File: config.mk
export PLATFORM = sky130hd
export DESIGN_NAME = cfgLoadSeq
export DESIGN_NICKNAME = d
export VERILOG_FILES = /design/src/rtl/cfgLoadPkg.sv /design/src/rtl/cfgLoadCtrl.sv /design/src/rtl/cfgLoadPath.sv /design/src/rtl/cfgLoadSeq.sv
export SDC_FILE = /design/constraint.sdc
export NUM_CORES = 1
export LEC_CHECK = 0
export BUFFER_PORTS_ARGS = -buffer_cell sky130_fd_sc_hd__buf_2
export CAP_MARGIN = 10
export CORE_MARGIN = 10
export CORE_UTILIZATION = 40
export DETAILED_ROUTE_END_ITERATION = 8
export GPL_TIMING_DRIVEN = 0
export PLACE_DENSITY_LB_ADDON = 0.25
export SYNTH_ARGS = -nofsm -noshare
export SYNTH_HDL_FRONTEND = slang
export SYNTH_SLANG_ARGS = --single-unit
File: constraint.sdc
create_clock -name clk -period 5.55 [get_ports clk]
set_input_delay 1.11 -clock clk [delete_from_list [all_inputs] [get_ports clk]]
set_output_delay 1.11 -clock clk [all_outputs]
set_load 0.02 [all_outputs]
File: src/rtl/cfgLoadPkg.sv
package cfgLoadPkg;

  typedef enum logic [2:0] {
    ST_IDLE,
    ST_FETCH,
    ST_COMMIT,
    ST_HOLD,
    ST_STATE,
    ST_READY
  } seqState_t;

  // strobes from control to datapath
  typedef struct packed {
    logic clrIdx;
    logic incIdx;
    logic clrDly;
    logic incDly;
    logic selState;
    logic wrFront;
    logic wrState;
    logic commit;
  } ctrlStrobe_t;

endpackage

File: src/rtl/cfgLoadCtrl.sv
module cfgLoadCtrl
  import cfgLoadPkg::*;
(
  input  logic        clk,
  input  logic        rstN,
  input  logic        supplyGood,
  input  logic        reloadReq,
  input  logic        memRdy,
  input  logic        lastWord,
  input  logic        dlyDone,
  input  logic        busReq,
  output ctrlStrobe_t stb,
  output logic        memReq,
  output logic        busy,
  output logic        done,
  output logic        busAck,
  output logic        busNack
);

  seqState_t state, nextState;

  always_ff @(posedge clk or negedge rstN) begin
    if (!rstN) state <= ST_IDLE;
    else       state <= nextState;
  end

  always_comb begin
    nextState = state;
    stb       = '0;
    unique case (state)
      ST_IDLE: begin
        stb.clrIdx = 1'b1;
        nextState  = ST_FETCH;
      end
      ST_FETCH: begin
        if (memRdy) begin
          stb.wrFront = 1'b1;
          stb.incIdx  = 1'b1;
          if (lastWord) nextState = ST_COMMIT;
        end
      end
      ST_COMMIT: begin
        stb.commit = 1'b1;
        stb.clrDly = 1'b1;
        nextState  = ST_HOLD;
      end
      ST_HOLD: begin
        stb.incDly = 1'b1;
        if (dlyDone) nextState = ST_STATE;
      end
      ST_STATE: begin
        stb.selState = 1'b1;
        if (memRdy) begin
          stb.wrState = 1'b1;
          nextState   = ST_READY;
        end
      end
      ST_READY: begin
        stb.clrIdx = 1'b1;
        if (reloadReq) nextState = ST_FETCH;
      end
      default: nextState = ST_IDLE;
    endcase
    // supply loss overrides everything
    if (!supplyGood) begin
      nextState  = ST_IDLE;
      stb        = '0;
      stb.clrIdx = 1'b1;
    end
  end

  assign memReq  = supplyGood && ((state == ST_FETCH) || (state == ST_STATE));
  assign done    = (state == ST_READY);
  assign busy    = !done;
  assign busAck  = busReq && done;
  assign busNack = busReq && !done;

endmodule

File: src/rtl/cfgLoadPath.sv
module cfgLoadPath
  import cfgLoadPkg::*;
#(
  parameter int ADDR_W       = 8,
  parameter int DATA_W       = 16,
  parameter int NUM_WORDS    = 64,
  parameter int DELAY_CYCLES = 50000
) (
  input  logic              clk,
  input  logic              rstN,
  input  ctrlStrobe_t       stb,
  input  logic [DATA_W-1:0] memData,
  output logic              lastWord,
  output logic              dlyDone,
  output logic [ADDR_W-1:0] memAddr,
  output logic              frontWe,
  output logic [ADDR_W-1:0] frontAddr,
  output logic [DATA_W-1:0] frontData,
  output logic              commit,
  output logic              stateLoad,
  output logic [DATA_W-1:0] stateData
);

  localparam int IDX_W = $clog2(NUM_WORDS) + 1;
  localparam int DLY_W = $clog2(DELAY_CYCLES) + 1;

  logic [IDX_W-1:0] wordIdx;
  logic [DLY_W-1:0] dlyCnt;

  always_ff @(posedge clk or negedge rstN) begin
    if (!rstN)           wordIdx <= '0;
    else if (stb.clrIdx) wordIdx <= '0;
    else if (stb.incIdx) wordIdx <= wordIdx + IDX_W'(1);
  end

  always_ff @(posedge clk or negedge rstN) begin
    if (!rstN)           dlyCnt <= '0;
    else if (stb.clrDly) dlyCnt <= '0;
    else if (stb.incDly) dlyCnt <= dlyCnt + DLY_W'(1);
  end

  assign lastWord  = (wordIdx == IDX_W'(NUM_WORDS - 1));
  assign dlyDone   = (dlyCnt == DLY_W'(DELAY_CYCLES - 1));
  assign memAddr   = stb.selState ? ADDR_W'(NUM_WORDS) : ADDR_W'(wordIdx);
  assign frontWe   = stb.wrFront;
  assign frontAddr = ADDR_W'(wordIdx);
  assign frontData = memData;
  assign commit    = stb.commit;
  assign stateLoad = stb.wrState;
  assign stateData = memData;

endmodule

File: src/rtl/cfgLoadSeq.sv
module cfgLoadSeq
  import cfgLoadPkg::*;
#(
  parameter int ADDR_W      = 8,
  parameter int DATA_W      = 16,
  parameter int NUM_WORDS   = 64,
  parameter int CLK_FREQ_HZ = 100_000_000
) (
  input  logic              clk,
  input  logic              rstN,
  input  logic              supplyGood,
  input  logic              reloadReq,
  output logic              memReq,
  output logic [ADDR_W-1:0] memAddr,
  input  logic              memRdy,
  input  logic [DATA_W-1:0] memData,
  output logic              frontWe,
  output logic [ADDR_W-1:0] frontAddr,
  output logic [DATA_W-1:0] frontData,
  output logic              commit,
  output logic              stateLoad,
  output logic [DATA_W-1:0] stateData,
  input  logic              busReq,
  output logic              busAck,
  output logic              busNack,
  output logic              busy,
  output logic              done
);

  // 0.5 ms expressed in clock cycles
  localparam int DELAY_CYCLES = (CLK_FREQ_HZ / 2000 < 1) ? 1 : CLK_FREQ_HZ / 2000;

  ctrlStrobe_t stb;
  logic        lastWord;
  logic        dlyDone;

  cfgLoadCtrl u_ctrl (
    .clk       (clk),
    .rstN      (rstN),
    .supplyGood(supplyGood),
    .reloadReq (reloadReq),
    .memRdy    (memRdy),
    .lastWord  (lastWord),
    .dlyDone   (dlyDone),
    .busReq    (busReq),
    .stb       (stb),
    .memReq    (memReq),
    .busy      (busy),
    .done      (done),
    .busAck    (busAck),
    .busNack   (busNack)
  );

  cfgLoadPath #(
    .ADDR_W      (ADDR_W),
    .DATA_W      (DATA_W),
    .NUM_WORDS   (NUM_WORDS),
    .DELAY_CYCLES(DELAY_CYCLES)
  ) u_path (
    .clk      (clk),
    .rstN     (rstN),
    .stb      (stb),
    .memData  (memData),
    .lastWord (lastWord),
    .dlyDone  (dlyDone),
    .memAddr  (memAddr),
    .frontWe  (frontWe),
    .frontAddr(frontAddr),
    .frontData(frontData),
    .commit   (commit),
    .stateLoad(stateLoad),
    .stateData(stateData)
  );

endmodule

=== After elaboration in Yosys (flattened, before gate mapping) ===
Index checks and enable logic that the tools add are counted.

* Multiplexer cells: 20
* Equality and inequality tests: 12
* Add/subtract/negate cells: 2
* Reductions and logical operators: 10

{| class="wikitable"
|+ Operators by type and width
! operator !! number
|-
| 2-to-1 mux 17 bit || 2
|-
| 2-to-1 mux 7 bit || 3
|-
| 2-to-1 mux 3 bit || 6
|-
| one-hot mux 3 bit (6 select lines) || 1
|-
| adder 17 x 1 -> 17 bit (second input constant) || 1
|-
| equality test 17 x 16 -> 1 bit (second input constant) || 1
|-
| inequality test 3 bit (second input constant) || 5
|-
| 2-to-1 mux 8 bit || 1
|-
| adder 7 x 1 -> 7 bit (second input constant) || 1
|-
| equality test 7 x 6 -> 1 bit (second input constant) || 1
|-
| 2-to-1 mux 1 bit || 7
|-
| equality test 3 x 2 -> 1 bit (second input constant) || 2
|-
| equality test 3 bit (second input constant) || 2
|-
| AND reduction 5 bit || 1
|-
| nonzero test 2 bit || 2
|-
| equality test 3 x 1 -> 1 bit (second input constant) || 1
|-
| logical AND 1 bit || 3
|-
| zero test 3 bit || 1
|-
| OR reduction 2 bit || 1
|-
| zero test 1 bit || 1
|-
| logical OR 1 bit || 1
|}

* Logic and storage cells: 47
* Input bits: 22
* Register bits after elaboration: 27
* Output and inout port bits: 56

=== Logic depth before layout (Yosys ltp) ===
Gate-level depths: netlist of run 1.

* Depth in word-level cells: 6
* Gate-level depth with buffers: 6
* Gate-level depth less buffers: 5

=== Modules after synthesis ===
From an unflattened synthesis of run 1, not the netlist that was laid out.

* Cell total of the unflattened synthesis: 215
* Area total of the unflattened synthesis: 1954.4 um^2

{| class="wikitable"
|+ Modules (own cells, without submodules)
! module !! instances !! seq. area each (um^2) !! area each (um^2) !! cells an instance
|-
| cfgLoadPath || 1 || 600.6 || 1620.3 || 174
|-
| cfgLoadCtrl || 1 || 75.1 || 334.1 || 41
|}

=== Worst setup path before layout of run 1 ===
Ideal clock, no wire load.

* Kind: input to output
* Start point: input supplyGood
* End point: output commit
* Stages on the path: 4
* Data required time: 4.440 ns
* Buffers on the path: 2
* Path slack: 2.233 ns
* Arrival time: 2.207 ns
* Cells stage by stage: clkbuf_1 > nand3b_1 > clkbuf_1 > nor2_1

* Cells in the longest elaborated chain, start to end: 1

{| class="wikitable"
|+ RTL lines
! element !! line !! source
|-
| start, declared || cfgLoadSeq.sv:11 || <nowiki>input logic supplyGood,</nowiki>
|-
| 2-to-1 mux 8 bit || cfgLoadCtrl.sv:65 || <nowiki>if (!supplyGood) begin</nowiki>
|-
| end, declared || cfgLoadSeq.sv:20 || <nowiki>output logic commit,</nowiki>
|}

No other way between the ends.

=== Final worst setup path of run 1 ===
Same ends and word-level chain as after synthesis.

==> results of run 1 <==
[report_power, final]
part / internal, mW / switching [mW] / leakage (nW)
combinational: 0.0287 / 0.0401 / 0.744
sequential: 0.198 / 0.000839 / 0.354
clock: 0.0516 / 0.0646 / 0.0228
total: 0.278 / 0.106 / 1.12
[sequential cells by signal (all words and copies together), names as in the netlist]
signal          count
u_path.dlyCnt      17
u_path.wordIdx      7
u_ctrl.state        3
[per-stage QoR]
| step | instance area (µm²) | hold slack [ns] | setup WS (ns) | cells |
|---|---|---|---|---|
| final | 2240 | 0.528 | 1.83 | 335 |
| after detailed placement | 2200 | 0.509 | 1.83 | 331 |
| after global placement | 2200 | 0.505 | 1.83 | 331 |
| after floorplan | 1840 | 0.466 | 2.23 | 221 |
| after global routing | 2240 | 0.545 | 1.67 | 335 |
| after CTS | 2240 | 0.523 | 1.84 | 335 |
[how the worst min path moves through the flow]
stage | start | to | slack [ns] | cells past startpoint
floorplan | u_path.dlyCnt[13]$_DFFE_PN0P_ | u_path.dlyCnt[13]$_DFFE_PN0P_ | 0.47 | 1
global placement | u_path.dlyCnt[13]$_DFFE_PN0P_ | u_path.dlyCnt[13]$_DFFE_PN0P_ | 0.51 | 1
detailed placement | u_path.dlyCnt[13]$_DFFE_PN0P_ | u_path.dlyCnt[13]$_DFFE_PN0P_ | 0.51 | 1
CTS | u_path.dlyCnt[13]$_DFFE_PN0P_ | u_path.dlyCnt[13]$_DFFE_PN0P_ | 0.52 | 1
global route | u_path.dlyCnt[13]$_DFFE_PN0P_ | u_path.dlyCnt[13]$_DFFE_PN0P_ | 0.55 | 1
finish | u_path.dlyCnt[13]$_DFFE_PN0P_ | u_path.dlyCnt[13]$_DFFE_PN0P_ | 0.53 | 1
[cells in the mapped netlist, types with 2 or more instances]
| cell type | n | share of area, % |
|---|---|---|
| nand2_1 | 21 | 4.3 |
| buf_4 | 34 | 14 |
| nor2b_1 | 7 | 2.4 |
| a31o_2 | 2 | 0.95 |
| dfrtp_1 | 27 | 37 |
| and3_1 | 5 | 1.7 |
| nand4_1 | 6 | 2.0 |
| xnor2_1 | 8 | 3.8 |
| and2_1 | 2 | 0.68 |
| nand3_1 | 8 | 2.2 |
| a21oi_1 | 6 | 1.6 |
| ha_1 | 2 | 1.4 |
| clkbuf_1 | 7 | 1.4 |
| nor2_1 | 22 | 4.5 |
| nor3_1 | 11 | 3.0 |
| nand4b_1 | 3 | 1.4 |
| nor4_1 | 5 | 1.7 |
| mux2i_1 | 4 | 2.2 |
| o21ai_0 | 12 | 3.3 |
| or4_1 | 3 | 1.2 |
| inv_1 | 4 | 0.82 |
[routing by layer]
layer,wire length [µm],up-vias,track usage [%],share of wire [%]
li1,-,858,-,-
met1,2110,778,14.5,45
met2,1930,57,18.1,41
met3,559,4,3.99,12
met4,51,0,4.35,1.1
met5,0,-,0,0
[logic make-up after synthesis]
family | synth area share [%]
AND/OR/NAND/NOR | 28.4
adder cells (fa/ha/maj) | 1.36
AO/OA/AOI/OAI | 9.59
multiplexers | 2.79
other | 0.204
XOR/XNOR | 4.29
buffers and inverters | 16.6
flip-flops | 36.7
[layout make-up]
class / instances / area, µm²
clock buffers: 4 / 45.0
flip-flops and latches: 27 / 676
well taps: 52 / 65.1
inverters: 5 / 18.8
fillers: 454 / 2170
plain buffers: 42 / 287
multi-input cells: 147 / 862
repair buffers: 58 / 290
==> flow_summary.json, run 1 <==
{
  "fmax_mhz": 269,
  "required_ns": 4.44,
  "report.final.slew_viol_count": 0,
  "reg2reg_to": "u_path.dlyCnt[16]$_DFFE_PN0P_",
  "cp_common_cell": "clkbuf_1",
  "fin_crit_ns": 3.72,
  "endpoint_kind": "output pin",
  "clkSinkCount": 27,
  "via_per_inst": 5.07,
  "async_reset_ff_share_pct": 100,
  "drive_gt1_share_pct": 36.0,
  "insertion_delay_ns": 0.28,
  "syn_area_mm2": 0.00184,
  "nets": 308,
  "drcViolationCount": 0,
  "hold_viol": 0,
  "firstDrtPassIters": 4,
  "crit_start": "supplyGood",
  "slew-limit-headroom_pct": 58.2,
  "io_buffers": 58,
  "synth_cells": 220,
  "first_global_vias": 1501,
  "slowest_stage": "nor2_1",
  "r2r_cells": 5,
  "fp.dieH_um": 87.8,
  "grt_first_pass_wirelength_um": 7390,
  "start_util_pct": 41.7,
  "cts_tree": "yes",
  "antenna_found_initial": 0,
  "ys_warn_count": 0,
  "layout_common_cells": "59 x buf_2, 34 x buf_4, 27 x dfrtp_1",
  "status": "finished clean",
  "core_mm2": 0.00441,
  "post_cts_buffers": 0,
  "wl_per_cell_um": 13.9,
  "crit_chain": "clkbuf_1 > nand3b_1 > clkbuf_1 > nor2_1 > buf_2",
  "drt_iter0_drc": 144,
  "grt.total_usage_pct": 11.6,
  "arrival_ns": 2.61,
  "reg2reg_slack_ns": 3.68,
  "synthDistinctLibCells": 42,
  "cts_resized": 0,
  "num_vias": 1697,
  "grt_max_degree": 28,
  "p_leak_nw": 1.12,
  "critical_path.top_delay_family": "buffers and inverters",
  "total_power_uw": 383,
  "die_area_mm2": 0.00771,
  "path_depth": 5,
  "period_share_pct": 67.1,
  "rsz0062_at_grt": "false",
  "cts-root-buf": "clkbuf_8",
  "ys_seq_area_share_pct": 36.7,
  "worst_path_largest_cell_delay_ns": 0.36,
  "final_common_cell": "buf_2",
  "synthToLayoutAreaGrowth_pct": 22.0,
  "synth.ff_latch_count": 27,
  "clockBufferDepth": 2,
  "totalWireLength_um": 4650,
  "crit_buf_inv": 3,
  "finClkSkew_ns": 0.00413,
  "ios": 78,
  "hp-class": "register to register",
  "drtAntennaViolNets": 0,
  "synth_edf_count": 0,
  "cp_max_fo": 10,
  "power.density_mw_per_mm2": 171,
  "maxCapViolCount": 0,
  "overflow": 0,
  "num_antenna_cells": 0,
  "synthFlopType": "dfrtp_1",
  "start_kind": "input port",
  "clk_pin_slew_ns": 0.09,
  "gp_congestion": 0.762,
  "cts_made_buffers": 3,
  "setup_violations": 0,
  "die_w_um": 87.8,
  "place_hpwl_um": 3660,
  "reg2reg_from": "u_ctrl.state[2]$_DFFE_PN0P_",
  "crit_type": "input port to output pin",
  "cp-endpoint": "commit",
  "std_cell_rows": 24,
  "setup_tns_ns": 0,
  "worst_pin_slew_ns": 0.627,
  "avgSynthCellArea_um2": 8.36,
  "cts_max_level": 1,
  "holdBufCountCts": 0,
  "fin_util_pct": 50.8,
  "ir_worst_vdd_mv": 0.0937
}
(Power assumes the default switching activity.)
==> inputs of run 2 (changes only) <==
Settings changed: ABC_AREA set to 1.
Clock period 5.55 ns to 3.3 ns, I/O delays scaled along.
==> run 2 against run 1 <==
  * Die area rose by 9.0%
  * Routed wire length rose by 3.5%
  * Setup slack got worse by 0.75 ns
  * Critical path type is now register to output pin
==> flow_summary.json, run 2 <==
{
  "num_antenna_cells": 0,
  "crit_type": "register to output pin",
  "period_share_pct": 67.3,
  "hp-class": "input port to async pin",
  "final_area_mm2": 0.00249,
  "crit_chain": "inv_2 > nand3_2 > nor2_4 > buf_2",
  "grt.total_usage_pct": 11.4,
  "core_mm2": 0.00504,
  "clockBufferDepth": 2,
  "synth_edf_count": 0,
  "std_cell_rows": 26,
  "synth_cells": 282,
  "p_leak_nw": 1.35,
  "place_hpwl_um": 3900,
  "totalWireLength_um": 4810,
  "critical_path.top_delay_family": "flip-flops",
  "start_kind": "register",
  "fin_crit_ns": 2.22,
  "rsz0062_at_grt": "false",
  "cts_made_buffers": 3,
  "worst_pin_slew_ns": 0.628,
  "hold_viol": 0,
  "syn_area_mm2": 0.00206,
  "post-place-cells": 412,
  "slowest_stage": "dfrtp_1",
  "setup_violations": 0,
  "ys_warn_count": 0,
  "ios": 78,
  "cp_max_fo": 9,
  "synth.ff_latch_count": 27,
  "die_area_mm2": 0.00841,
  "grt_max_degree": 28,
  "ys_seq_area_share_pct": 32.9,
  "slew-limit-headroom_pct": 58.1,
  "synthToLayoutAreaGrowth_pct": 21.1,
  "final_cells": 416,
  "drtAntennaViolNets": 0,
  "synth_top_cell_area_share_pct": 32.9,
  "reg_top3": "u_path.dlyCnt: 17 flops, u_path.wordIdx: 7 flops, u_ctrl.state: 3 flops",
  "clk_pin_slew_ns": 0.10,
  "holdBufCountCts": 0,
  "drt_iter0_drc": 47,
  "via_per_inst": 4.53,
  "place_area_mm2": 0.00244,
  "overflow": 0,
  "firstDrtPassIters": 4,
  "status": "finished clean",
  "ir_worst_vdd_mv": 0.240,
  "report.final.slew_viol_count": 0,
  "endpoint_kind": "output pin",
  "cts-root-buf": "clkbuf_8",
  "top_register": "u_path.dlyCnt",
  "arrival_ns": 1.56,
  "wl_per_cell_um": 11.6,
  "fmax_mhz": 450,
  "num_vias": 1886,
  "start_util_pct": 40.8,
  "layout_common_cells": "59 x buf_2, 56 x nand2_1, 36 x nor2_1",
  "cts_max_level": 1,
  "r2r_cells": 10,
  "reg2reg_slack_ns": 1.72,
  "worst_path_largest_cell_delay_ns": 0.48,
  "fp.dieH_um": 91.7,
  "final_common_cell": "buf_2",
  "power.density_mw_per_mm2": 446,
  "avgSynthCellArea_um2": 7.29,
  "grt_first_pass_wirelength_um": 8200,
  "yosys-top-cells-count": "56 x nand2_1, 36 x nor2_1, 34 x buf_4",
  "setup_tns_ns": 0,
  "reg2reg_from": "u_path.dlyCnt[0]$_DFFE_PN0P_",
  "crit_buf_inv": 2,
  "antenna_found_initial": 0,
  "largest_register_ffs": 17,
  "nets": 371,
  "clkSinkCount": 27,
  "gp_congestion": 0.861,
  "async_reset_ff_share_pct": 100,
  "cts_tree": "yes",
  "maxCapViolCount": 0,
  "io_buffers": 59,
  "required_ns": 2.64,
  "synthDistinctLibCells": 29,
  "finClkSkew_ns": 0.00440,
  "cts_resized": 0,
  "drcViolationCount": 0,
  "first_global_vias": 1816,
  "drive_gt1_share_pct": 39.0,
  "die_w_um": 91.7,
  "post_cts_buffers": 0,
  "reg2reg_to": "u_ctrl.state[2]$_DFFE_PN0P_",
  "netlist_top_cells_area": "dfrtp_1 33%, buf_4 12%, nand2_1 10%",
  "insertion_delay_ns": 0.28,
  "yosysTopAreaCell": "dfrtp_1",
  "synth.most_common_cell": "nand2_1",
  "synthFlopType": "dfrtp_1"
}
==> run 2: cell types whose count changed in the layout (fill, tap and decap cells not counted), moves of 9 or more <==
cell / change
o21ai_0: -9
nor2_1: +14
nand2_1: +35
inv_1: +29
nand3_1: +11
==> run 2: kinds of logic after synthesis <==
family                   synth area share [%]
AO/OA/AOI/OAI                            8.52
XOR/XNOR                                0.426
adder cells (fa/ha/maj)                  1.22
buffers and inverters                    21.4
flip-flops                               32.9
other                                   0.182
AND/OR/NAND/NOR                          35.4
==> run 2: area by class of cell <==
cell class | instances | area, µm²
timing repair buffer | 59 | 295
tap | 70 | 87.6
inverter | 38 | 150
sequential | 27 | 676
multi-input combinational | 181 | 945
fill | 513 | 2550
clock inverter | 1 | 5.00
buffer | 37 | 289
clock buffer | 3 | 41.3
==> run 2: where the power goes <==
part	internal (mW)	switching (mW)	leakage, nW
Combinational	0.166	0.284	0.955
Clock	0.0849	0.110	0.0255
Sequential	0.395	0.0683	0.370
==> run 2: metal layers <==
metal / up-vias / GRT usage [%] / routed length (µm)
met5: - / 0 / 0
met4: 0 / 3.34 / 54
met3: 7 / 3.10 / 265
met2: 58 / 19.7 / 2340
met1: 839 / 13.4 / 2150
li1: 982 / - / -
==> run 2: worst max path at each step <==
stage	start	end	slack [ns]	cells past startpoint
floorplan	u_ctrl.state[1]$_DFFE_PN0P_	busAck	1.29	5
global placement	supplyGood	frontWe	1.15	4
detailed placement	supplyGood	frontWe	1.15	4
CTS	u_ctrl.state[0]$_DFFE_PN0P_	memAddr[1]	1.08	6
global route	u_ctrl.state[0]$_DFFE_PN0P_	memAddr[4]	0.95	6
finish	u_ctrl.state[2]$_DFFE_PN0P_	frontWe	1.08	4
==> run 2: per-stage QoR <==
| stage | power [mW] | worst slack [ns] | utilization (%) | hold slack [ns] |
|---|---|---|---|---|
| 2_1_floorplan | 0.809 | 1.29 | - | 0.364 |
| 3_3_place_gp | 0.916 | 1.15 | 48.4 | 0.509 |
| 3_5_place_dp | 0.923 | 1.15 | 48.4 | 0.521 |
| 4_1_cts | 1.12 | 1.08 | 49.4 | 0.405 |
| 5_1_grt | 1.19 | 0.948 | 49.4 | 0.434 |
| 6_report | 1.11 | 1.08 | 49.4 | 0.389 |
==> run 2: worst register-to-register path, cell delays in order (launching register included) <==
cell	delay (ns)
dfrtp_1	0.40
ha_1	0.18
nand2_1	0.10
nor2_4	0.20
inv_1	0.06
nor2_1	0.10
nand2_1	0.06
nand2_1	0.16
nand2_1	0.11
nand2_1	0.07
nand2_1	0.05
==> inputs of run 3 (changes only) <==
Clock period 3.3 ns to 1.81 ns, I/O delays scaled along.
==> run 3 against run 2 <==
  * Critical path depth grew 2
  * Sequential power grew 84%
  * Clock power grew 84%
  * Non-clock buffer count grew 7
  * Setup slack lost 1.0 ns
  * Combinational power grew 98%
  * Via count grew 1.7%
  * Largest power group is now combinational logic
==> flow_summary.json, run 3 (same netlist as run 2, synthesis figures left out) <==
{
  "overflow": 0,
  "place_hpwl_um": 3900,
  "hold_viol": 0,
  "setup_tns_ns": 0,
  "gp_congestion": 0.861,
  "required_ns": 1.45,
  "antenna_found_initial": 0,
  "fmax_mhz": 563,
  "cts-root-buf": "clkbuf_8",
  "nets": 378,
  "fin_crit_ns": 1.78,
  "endpoint_kind": "output pin",
  "reg_top3": "u_path.dlyCnt: 17 flops, u_path.wordIdx: 7 flops, u_ctrl.state: 3 flops",
  "grt_first_pass_wirelength_um": 8380,
  "std_cell_rows": 26,
  "finClkSkew_ns": 0.00529,
  "hp-class": "input port to async pin",
  "clockBufferDepth": 2,
  "grt_max_degree": 28,
  "io_buffers": 59,
  "cts_made_buffers": 3,
  "cp_max_fo": 8,
  "holdBufCountCts": 0,
  "arrival_ns": 1.42,
  "rsz0062_at_grt": "true",
  "setup_violations": 0,
  "firstDrtPassIters": 4,
  "whs_ns": 0.0942,
  "clk_pin_slew_ns": 0.10,
  "total_power_mw": 2.10,
  "drive_gt1_share_pct": 41.9,
  "core_mm2": 0.00504,
  "num_antenna_cells": 0,
  "fp.dieH_um": 91.7,
  "die_w_um": 91.7,
  "p_leak_nw": 1.38,
  "crit_type": "register to output pin",
  "wl_per_cell_um": 11.8,
  "via_per_inst": 4.54,
  "layout_common_cells": "59 x buf_2, 56 x nand2_1, 41 x buf_4",
  "status": "finished clean",
  "cts_tree": "yes",
  "setup_slack_ns": 0.0328,
  "start_util_pct": 40.8,
  "start_kind": "register",
  "die_area_mm2": 0.00841,
  "synthToLayoutAreaGrowth_pct": 24.8,
  "ios": 78,
  "num_vias": 1919,
  "slew-limit-headroom_pct": 57.2,
  "cts_max_level": 1,
  "place_ws_ns": 0.213,
  "period_share_pct": 98.2,
  "worst_pin_slew_ns": 0.642,
  "grt.total_usage_pct": 11.6,
  "insertion_delay_ns": 0.28,
  "drtAntennaViolNets": 0,
  "report.final.slew_viol_count": 0,
  "drt_iter0_drc": 59,
  "top_register": "u_path.dlyCnt",
  "clkSinkCount": 27,
  "ir_worst_vdd_mv": 0.442,
  "largest_register_ffs": 17,
  "final_common_cell": "buf_2",
  "power.density_mw_per_mm2": 819,
  "first_global_vias": 1856,
  "maxCapViolCount": 0,
  "drcViolationCount": 0,
  "totalWireLength_um": 5010
}
==> run 3: cell types whose count changed in the layout (fill, tap and decap cells not counted), moves of 2 or more <==
cell | before | now
buf_4 | 34 | 41
dfrtp_1 | 27 | 25
dfrtp_2 | 0 | 2
inv_1 | 33 | 31
==> run 3: metal layers <==
layer	part of all wire (%)	wire length [µm]	track usage, %
met1	45	2270	13.5
met2	49	2460	20.4
met3	4.6	230	3.26
met4	1.1	54	3.34
met5	0	0	0
==> run 3: through the flow <==
stage	utilization [%]	instance area, µm²	instances
floorplan	-	2060	283
detailed placement	48.4	2440	412
global route	50.9	2570	423
global placement	48.4	2440	412
finish	50.9	2570	423
CTS	50.0	2520	419
==> run 3: path summary, 6_finish.rpt <==
path	start	to	slack (ns)	cells after the start
setup reg to reg	u_path.dlyCnt[0]$_DFFE_PN0P_	u_ctrl.state[0]$_DFFE_PN0P_	0.21	10
min in group clk	supplyGood	u_path.wordIdx[6]$_DFFE_PN0P_	0.47	3
max in group asynchronous	rstN	u_ctrl.state[1]$_DFFE_PN0P_	1.27	1
hold / removal	rstN	u_path.dlyCnt[1]$_DFFE_PN0P_	0.09	1
hold reg to reg	u_path.dlyCnt[0]$_DFFE_PN0P_	u_path.dlyCnt[0]$_DFFE_PN0P_	0.54	1
setup / recovery	u_ctrl.state[0]$_DFFE_PN0P_	frontWe	0.03	6
==> run 3: layout make-up <==
type	instances	area, µm²
Inverter	38	153
Timing Repair Buffer	66	348
Tap cell	70	87.6
Buffer	37	289
Sequential cell	27	678
Multi-Input combinational cell	181	965
Clock buffer	3	41.3
Clock inverter	1	5.00
Fill cell	502	2480
==> run 3: what timing repair did <==
action | CTS | global route
pin swaps | 2 | 1
endpoints found under the hold margin | 0 | 0
gates resized for setup | 4 | 5
buffers inserted | 3 | 4
setup endpoints to repair | 8 | 12
==> run 3: report_power, final <==
| part | internal (mW) | switching, mW |
|---|---|---|
| combinational | 0.344 | 0.549 |
| sequential | 0.722 | 0.129 |
| clock | 0.155 | 0.203 |
==> run 3: critical path: stages (launching register included) <==
cell	delay, ns
dfrtp_1	0.35
buf_6	0.15
inv_2	0.05
nor2_2	0.11
nand3_2	0.15
nor2_4	0.15
buf_2	0.17
